[config.mk]
export PLATFORM = sky130hd
export DESIGN_NAME = mdio_mgmt
export DESIGN_NICKNAME = d
export VERILOG_FILES = /design/src/rtl/mdio_pkg.sv /design/src/rtl/mdio_clkgen.sv /design/src/rtl/mdio_engine.sv /design/src/rtl/mdio_mgmt.sv
export SDC_FILE = /design/constraint.sdc
export NUM_CORES = 1
export LEC_CHECK = 0
export ABC_AREA = 1
export ABC_CLOCK_PERIOD_IN_PS = 4700
export BUFFER_PORTS_ARGS = -buffer_cell sky130_fd_sc_hd__buf_2
export CAP_MARGIN = 15
export CORE_MARGIN = 1.5
export CORE_UTILIZATION = 55
export CTS_BUF_LIST = sky130_fd_sc_hd__clkbuf_2
export CTS_CLUSTER_DIAMETER = 200
export CTS_CLUSTER_SIZE = 10
export DETAILED_ROUTE_END_ITERATION = 8
export PLACE_DENSITY = 0.76
export SYNTH_ARGS = -nofsm -noshare
export SYNTH_HDL_FRONTEND = slang
export SYNTH_HIERARCHICAL = 1
export SYNTH_SLANG_ARGS = --single-unit
[constraint.sdc]
create_clock -name clk -period 4.7 [get_ports clk]
set_input_delay 0.705 -clock clk [delete_from_list [all_inputs] [get_ports clk]]
set_output_delay 0.705 -clock clk [all_outputs]
set_load 0.02 [all_outputs]
[src/rtl/mdio_pkg.sv]
package mdio_pkg;

    localparam int FRAME_BITS = 64;
    localparam int TA_FIRST   = 46;   // first turnaround bit index
    localparam int TA_SECOND  = 47;   // PHY must drive this one low
    localparam int DATA_FIRST = 48;   // first data bit index

    typedef struct packed {
        logic [15:0] data;
        logic [4:0]  phy;
        logic [4:0]  regad;
    } mdio_fields_t;

    function automatic logic [FRAME_BITS-1:0] build_frame(input logic is_rd,
                                                          input mdio_fields_t f);
        logic [1:0]  opcode;
        logic [1:0]  ta;
        logic [15:0] payload;
        opcode  = is_rd ? 2'b10 : 2'b01;
        ta      = is_rd ? 2'b11 : 2'b10;
        payload = is_rd ? 16'hFFFF : f.data;
        return {32'hFFFF_FFFF, 2'b01, opcode, f.phy, f.regad, ta, payload};
    endfunction

endpackage

[src/rtl/mdio_clkgen.sv]
module mdio_clkgen #(
    parameter int DIV_HALF = 25
) (
    input  logic clk,
    input  logic rst_n,
    input  logic run,
    output logic mdc,
    output logic rise_tick,
    output logic fall_tick
);
    localparam int CW = $clog2(DIV_HALF + 1);
    localparam logic [CW-1:0] LAST = CW'(DIV_HALF - 1);

    typedef struct packed {
        logic [CW-1:0] cnt;
        logic          mdc;
    } clk_state_t;

    clk_state_t st_d, st_q;
    logic       wrap;

    always_comb begin
        st_d      = st_q;
        wrap      = (st_q.cnt == LAST);
        rise_tick = run && wrap && !st_q.mdc;
        fall_tick = run && wrap && st_q.mdc;
        if (!run) begin
            st_d = '0;
        end else if (wrap) begin
            st_d.cnt = '0;
            st_d.mdc = ~st_q.mdc;
        end else begin
            st_d.cnt = st_q.cnt + 1'b1;
        end
    end

    always_ff @(posedge clk) begin
        if (!rst_n) st_q <= '0;
        else        st_q <= st_d;
    end

    assign mdc = st_q.mdc;

endmodule

[src/rtl/mdio_engine.sv]
module mdio_engine
    import mdio_pkg::*;
(
    input  logic         clk,
    input  logic         rst_n,
    input  logic         start,
    input  logic         start_rd,
    input  mdio_fields_t start_fields,
    input  logic         rise_tick,
    input  logic         fall_tick,
    input  logic         mdio_in,
    output logic         busy,
    output logic         nvalid,
    output logic         done_rd,
    output logic [15:0]  rd_word,
    output logic         mdio_out,
    output logic         mdio_oe
);
    localparam logic [5:0] IDX_LAST  = 6'(FRAME_BITS - 1);
    localparam logic [5:0] IDX_TA2   = 6'(TA_SECOND);
    localparam logic [5:0] IDX_DATA  = 6'(DATA_FIRST);
    localparam logic [5:0] IDX_PRETA = 6'(TA_FIRST - 1);

    typedef struct packed {
        logic                  busy;
        logic                  is_rd;
        logic [5:0]            idx;
        logic [FRAME_BITS-1:0] frame;
        logic                  oe;
        logic                  nvalid;
        logic [15:0]           rdsh;
    } eng_state_t;

    eng_state_t st_d, st_q;

    always_comb begin
        st_d    = st_q;
        done_rd = 1'b0;
        if (st_q.busy) begin
            if (rise_tick) begin
                if (st_q.is_rd && st_q.idx == IDX_TA2)
                    st_d.nvalid = mdio_in;
                if (st_q.is_rd && st_q.idx >= IDX_DATA)
                    st_d.rdsh = {st_q.rdsh[14:0], mdio_in};
            end
            if (fall_tick) begin
                if (st_q.idx == IDX_LAST) begin
                    done_rd    = st_q.is_rd;
                    st_d.busy  = 1'b0;
                    st_d.oe    = 1'b0;
                    st_d.idx   = '0;
                end else begin
                    st_d.idx   = st_q.idx + 1'b1;
                    st_d.frame = {st_q.frame[FRAME_BITS-2:0], 1'b1};
                    st_d.oe    = !(st_q.is_rd && st_q.idx >= IDX_PRETA);
                end
            end
        end else if (start) begin
            st_d.busy   = 1'b1;
            st_d.is_rd  = start_rd;
            st_d.idx    = '0;
            st_d.frame  = build_frame(start_rd, start_fields);
            st_d.oe     = 1'b1;
            st_d.nvalid = 1'b0;
        end
    end

    always_ff @(posedge clk) begin
        if (!rst_n) st_q <= '0;
        else        st_q <= st_d;
    end

    assign busy     = st_q.busy;
    assign nvalid   = st_q.nvalid;
    assign rd_word  = st_q.rdsh;
    assign mdio_out = st_q.frame[FRAME_BITS-1];
    assign mdio_oe  = st_q.oe;

endmodule

[src/rtl/mdio_mgmt.sv]
module mdio_mgmt
    import mdio_pkg::*;
#(
    parameter int         DIV_HALF     = 25,
    parameter logic [4:0] PHY_RST_ADDR = 5'd0
) (
    input  logic        clk,
    input  logic        rst_n,
    input  logic        reg_wr_en,
    input  logic [31:0] reg_wdata,
    output logic [31:0] reg_rdata,
    output logic        mdc,
    output logic        mdio_out,
    output logic        mdio_oe,
    input  logic        mdio_in
);
    mdio_fields_t fld_d, fld_q;
    mdio_fields_t wr_fields;
    logic         accept, start, start_rd;
    logic         busy, nvalid, done_rd;
    logic [15:0]  rd_word;
    logic         rise_tick, fall_tick;

    always_comb begin
        wr_fields = '{data: reg_wdata[31:16], phy: reg_wdata[15:11], regad: reg_wdata[10:6]};
        accept    = reg_wr_en && !busy;
        start     = accept && (reg_wdata[0] || reg_wdata[1]);
        start_rd  = reg_wdata[1] && !reg_wdata[0];
        fld_d     = fld_q;
        if (accept)
            fld_d = wr_fields;
        else if (done_rd)
            fld_d.data = rd_word;
    end

    always_ff @(posedge clk) begin
        if (!rst_n) fld_q <= '{data: 16'h0, phy: PHY_RST_ADDR, regad: 5'h0};
        else        fld_q <= fld_d;
    end

    mdio_clkgen #(.DIV_HALF(DIV_HALF)) u_clkgen (
        .clk       (clk),
        .rst_n     (rst_n),
        .run       (busy),
        .mdc       (mdc),
        .rise_tick (rise_tick),
        .fall_tick (fall_tick)
    );

    mdio_engine u_engine (
        .clk          (clk),
        .rst_n        (rst_n),
        .start        (start),
        .start_rd     (start_rd),
        .start_fields (wr_fields),
        .rise_tick    (rise_tick),
        .fall_tick    (fall_tick),
        .mdio_in      (mdio_in),
        .busy         (busy),
        .nvalid       (nvalid),
        .done_rd      (done_rd),
        .rd_word      (rd_word),
        .mdio_out     (mdio_out),
        .mdio_oe      (mdio_oe)
    );

    assign reg_rdata = {fld_q.data, fld_q.phy, fld_q.regad, 1'b0, nvalid, busy, 3'b000};

endmodule

==> flow_summary.toml <==
[yosys]
synth_seq_cells = 122
synth.avg_cell_area_um2 = 7.01
netlist_instances = 816
yosysSeqAreaShare = 0.427
synth.area.mux_share = 0
synth.largest_area_cell = "dfxtp_1"
synth_top_family_by_area = "simple AND/OR/NAND/NOR gates"
synth_area_mm2 = 0.00572
yosys.area_share.simple = 0.304
ys_types = 33
synth_compound_area_frac = 0.123
synth_warnings = 6
synth_top_area_frac = 0.427
yosys.area_share.adder = 0.0109
synth-xor-area-share = 0.00153
synth.area.top_cells = "dfxtp_1, nor2_1, o21ai_0"

[setup_path]
cp.required_ns = 5.31
start_kind = "register"
r2r-start = "u_clkgen/st_q[1]$_SDFF_PP0_"
ff2ff_path_depth = 13
r2r_slack_ns = 1.77
r2r-end = "u_engine/st_q[33]$_SDFFE_PN0P_"
crit_fanout = 65
end_kind = "register"
crit_arrival_ns = 3.54
path_class = "register to register"

[global_route]
met1_usage = 0.269
antenna_found_initial = 0
grt_pass1_wl_um = 20200
grt-ovfl-total = 0
grt_max_degree = 66
grtUsageTotal = 0.224
grt_pass1_vias = 4660
top_usage_layer = "met2"
grt_util_met3 = 0.0493
grt.met2_usage = 0.377

[place]
dp_slack_ns = 1.82
placed_area_mm2 = 0.00578
hpwl_um = 7730
place_inst = 952
gp_congestion = 0.855
io_buffer_count = 62

[worst_hold_path]
holdCritStartpoint = "mdio_in"
hold_depth = 3
hp-class = "input port to register"
hold-path-endpoint = "u_engine/rd_word[0]$_SDFFE_PN0P_"

[pwr]
power_density_mw_per_mm2 = 368
p_leak_nw = 2.82
ir_drop_mv = 0.164

[timing]
finalHoldViolCount = 0
finalMaxSlewViolations = 0
relSlewSlack = 0.298
worstMarginPinSlew_ns = 1.05
setup_slack_ns = 1.77
grt_setup_unrepaired = "no"
fin_crit_sh = 0.623
clock_skew_ns = 0.0312
fmax_ghz = 0.341
min_period_ns = 2.93
final-setup-viol-count = 0
tns_ns = 0

[finish]
final_cells = 984
layout_commonest_cell = "nor2_1"
nFillCells = 939
seq_area_mm2 = 0.00244
stdcell_area_mm2 = 0.00607
fin_nets = 876
areaGrowthSynthToFinish_pct = 6.15
multi_input_area_mm2 = 0.00253
diodes = 0
drive_above_1_share = 0.167
final_cell_mix = "nor2_1, dfxtp_1, nand2_1"

[clocking]
clock_latency_ns = 0.68
cts_made_buffers = 17
cts_tree = "done"
root_buffer = "clkbuf_2"
cts_resized = 0
post_cts_buffers = 0
cts_max_level = 4
clkTransAtPathRegs_ns = 0.17
cts.sink_count = 122
holdBufCountCts = 0
cts.path.max_buffers = 2

[die]
die_x_um = 105
die_h_um = 105
dieArea_mm2 = 0.0110
rows = 37
initial_core_util = 0.561
io_pins = 71
core_mm2 = 0.0102

[drt]
vias_per_cell = 5.22
drt-initial-drc-count = 345
drt-pass1-iter-count = 5
vias = 5132
drc = 0
final_antenna_net_count = 0
wl_per_cell_um = 12.2
drt-total-wl_um = 12000

[status]
status = "completed"

[job]
max_cap_violations = 0
==> final cells by class <==
cell class,count,share of cell area
tap,136,0.0280
clock buffer,18,0.0148
inverter,79,0.0493
timing repair buffer,66,0.0561
sequential,122,0.402
multi-input combinational,549,0.417
clock inverter,14,0.0324
==> state kept, by name, summed over array words and instances (netlist names) <==
name	count
reg_rdata	26
u_engine/mdio_out	1
u_engine/mdio_oe	1
u_engine/rd_word	16
u_clkgen/mdc	1
u_engine/busy	1
u_engine/nvalid	1
u_engine/st_q	70
u_clkgen/st_q	5
==> routing by layer <==
metal / vias to the layer above / wire length, um
li1: 2586 / -
met2: 174 / 5680
met3: 31 / 644
met5: - / 0
met4: 0 / 290
met1: 2341 / 5430
==> critical path, stage by stage (launching register included) <==
cell and delay (ns):
dfxtp_1 0.44, inv_1 0.07, ha_1 0.21, nand2_2 0.07, inv_1 0.06, nand3_1 0.09, nor2_1 0.06, nand2_1 0.12
inv_2 0.09, nand2_4 0.50, nand2_4 0.38, inv_2 0.56, nor2_1 0.11, nor2_1 0.11
==> cell families after synthesis <==
family          count (synthesis)
simple gates                  400
fa+ha+maj                       5
compound gates                139
xor+xnor                        1
buf+inv                       148
flops                         122
other cells                     1
==> how the worst max path moves through the flow <==
stage / from / slack (ns) / cells past startpoint / end
6_report: u_clkgen/st_q[1]$_SDFF_PP0_ / 1.77 / 13 / u_engine/st_q[33]$_SDFFE_PN0P_
5_1_grt: u_clkgen/st_q[1]$_SDFF_PP0_ / 1.44 / 13 / u_engine/st_q[47]$_SDFFE_PN0P_
4_1_cts: u_clkgen/st_q[1]$_SDFF_PP0_ / 1.77 / 13 / u_engine/st_q[47]$_SDFFE_PN0P_
3_5_place_dp: reg_wr_en / 1.82 / 9 / u_engine/st_q[47]$_SDFFE_PN0P_
3_3_place_gp: reg_wr_en / 1.84 / 8 / u_engine/st_q[35]$_SDFFE_PN0P_
2_1_floorplan: reg_wr_en / 2.81 / 10 / u_engine/st_q[38]$_SDFFE_PN0P_
==> metrics by stage <==
stage	hold WS, ns	total power, mW	utilization
after floorplan	0.425	1.43	-
after global placement	0.438	1.48	0.568
after detailed placement	0.447	1.50	0.568
after CTS	0.244	2.25	0.596
after global routing	0.235	2.35	0.596
final	0.293	2.23	0.596
==> synth_stat cells (all sizes together) <==
master,instances
conb,1
nand3,67
o22ai,3
nor2,197
nor3,1
a21oi,28
or2,1
clkbuf,14
o21ai,107
xnor2,1
nand3b,2
inv,79
ha,5
and2,1
buf,55
dfxtp,122
nand4,2
nor4,1
nand2,128
a211oi,1
==> where the power goes <==
part	total, mW	switching (mW)	leakage (nW)	internal [mW]
Clock	0.755	0.399	0.163	0.355
Combinational	0.334	0.222	1.65	0.113
Sequential	1.14	0.0330	1.00	1.11
No activity file was read; power rests on OpenSTA's default activity.
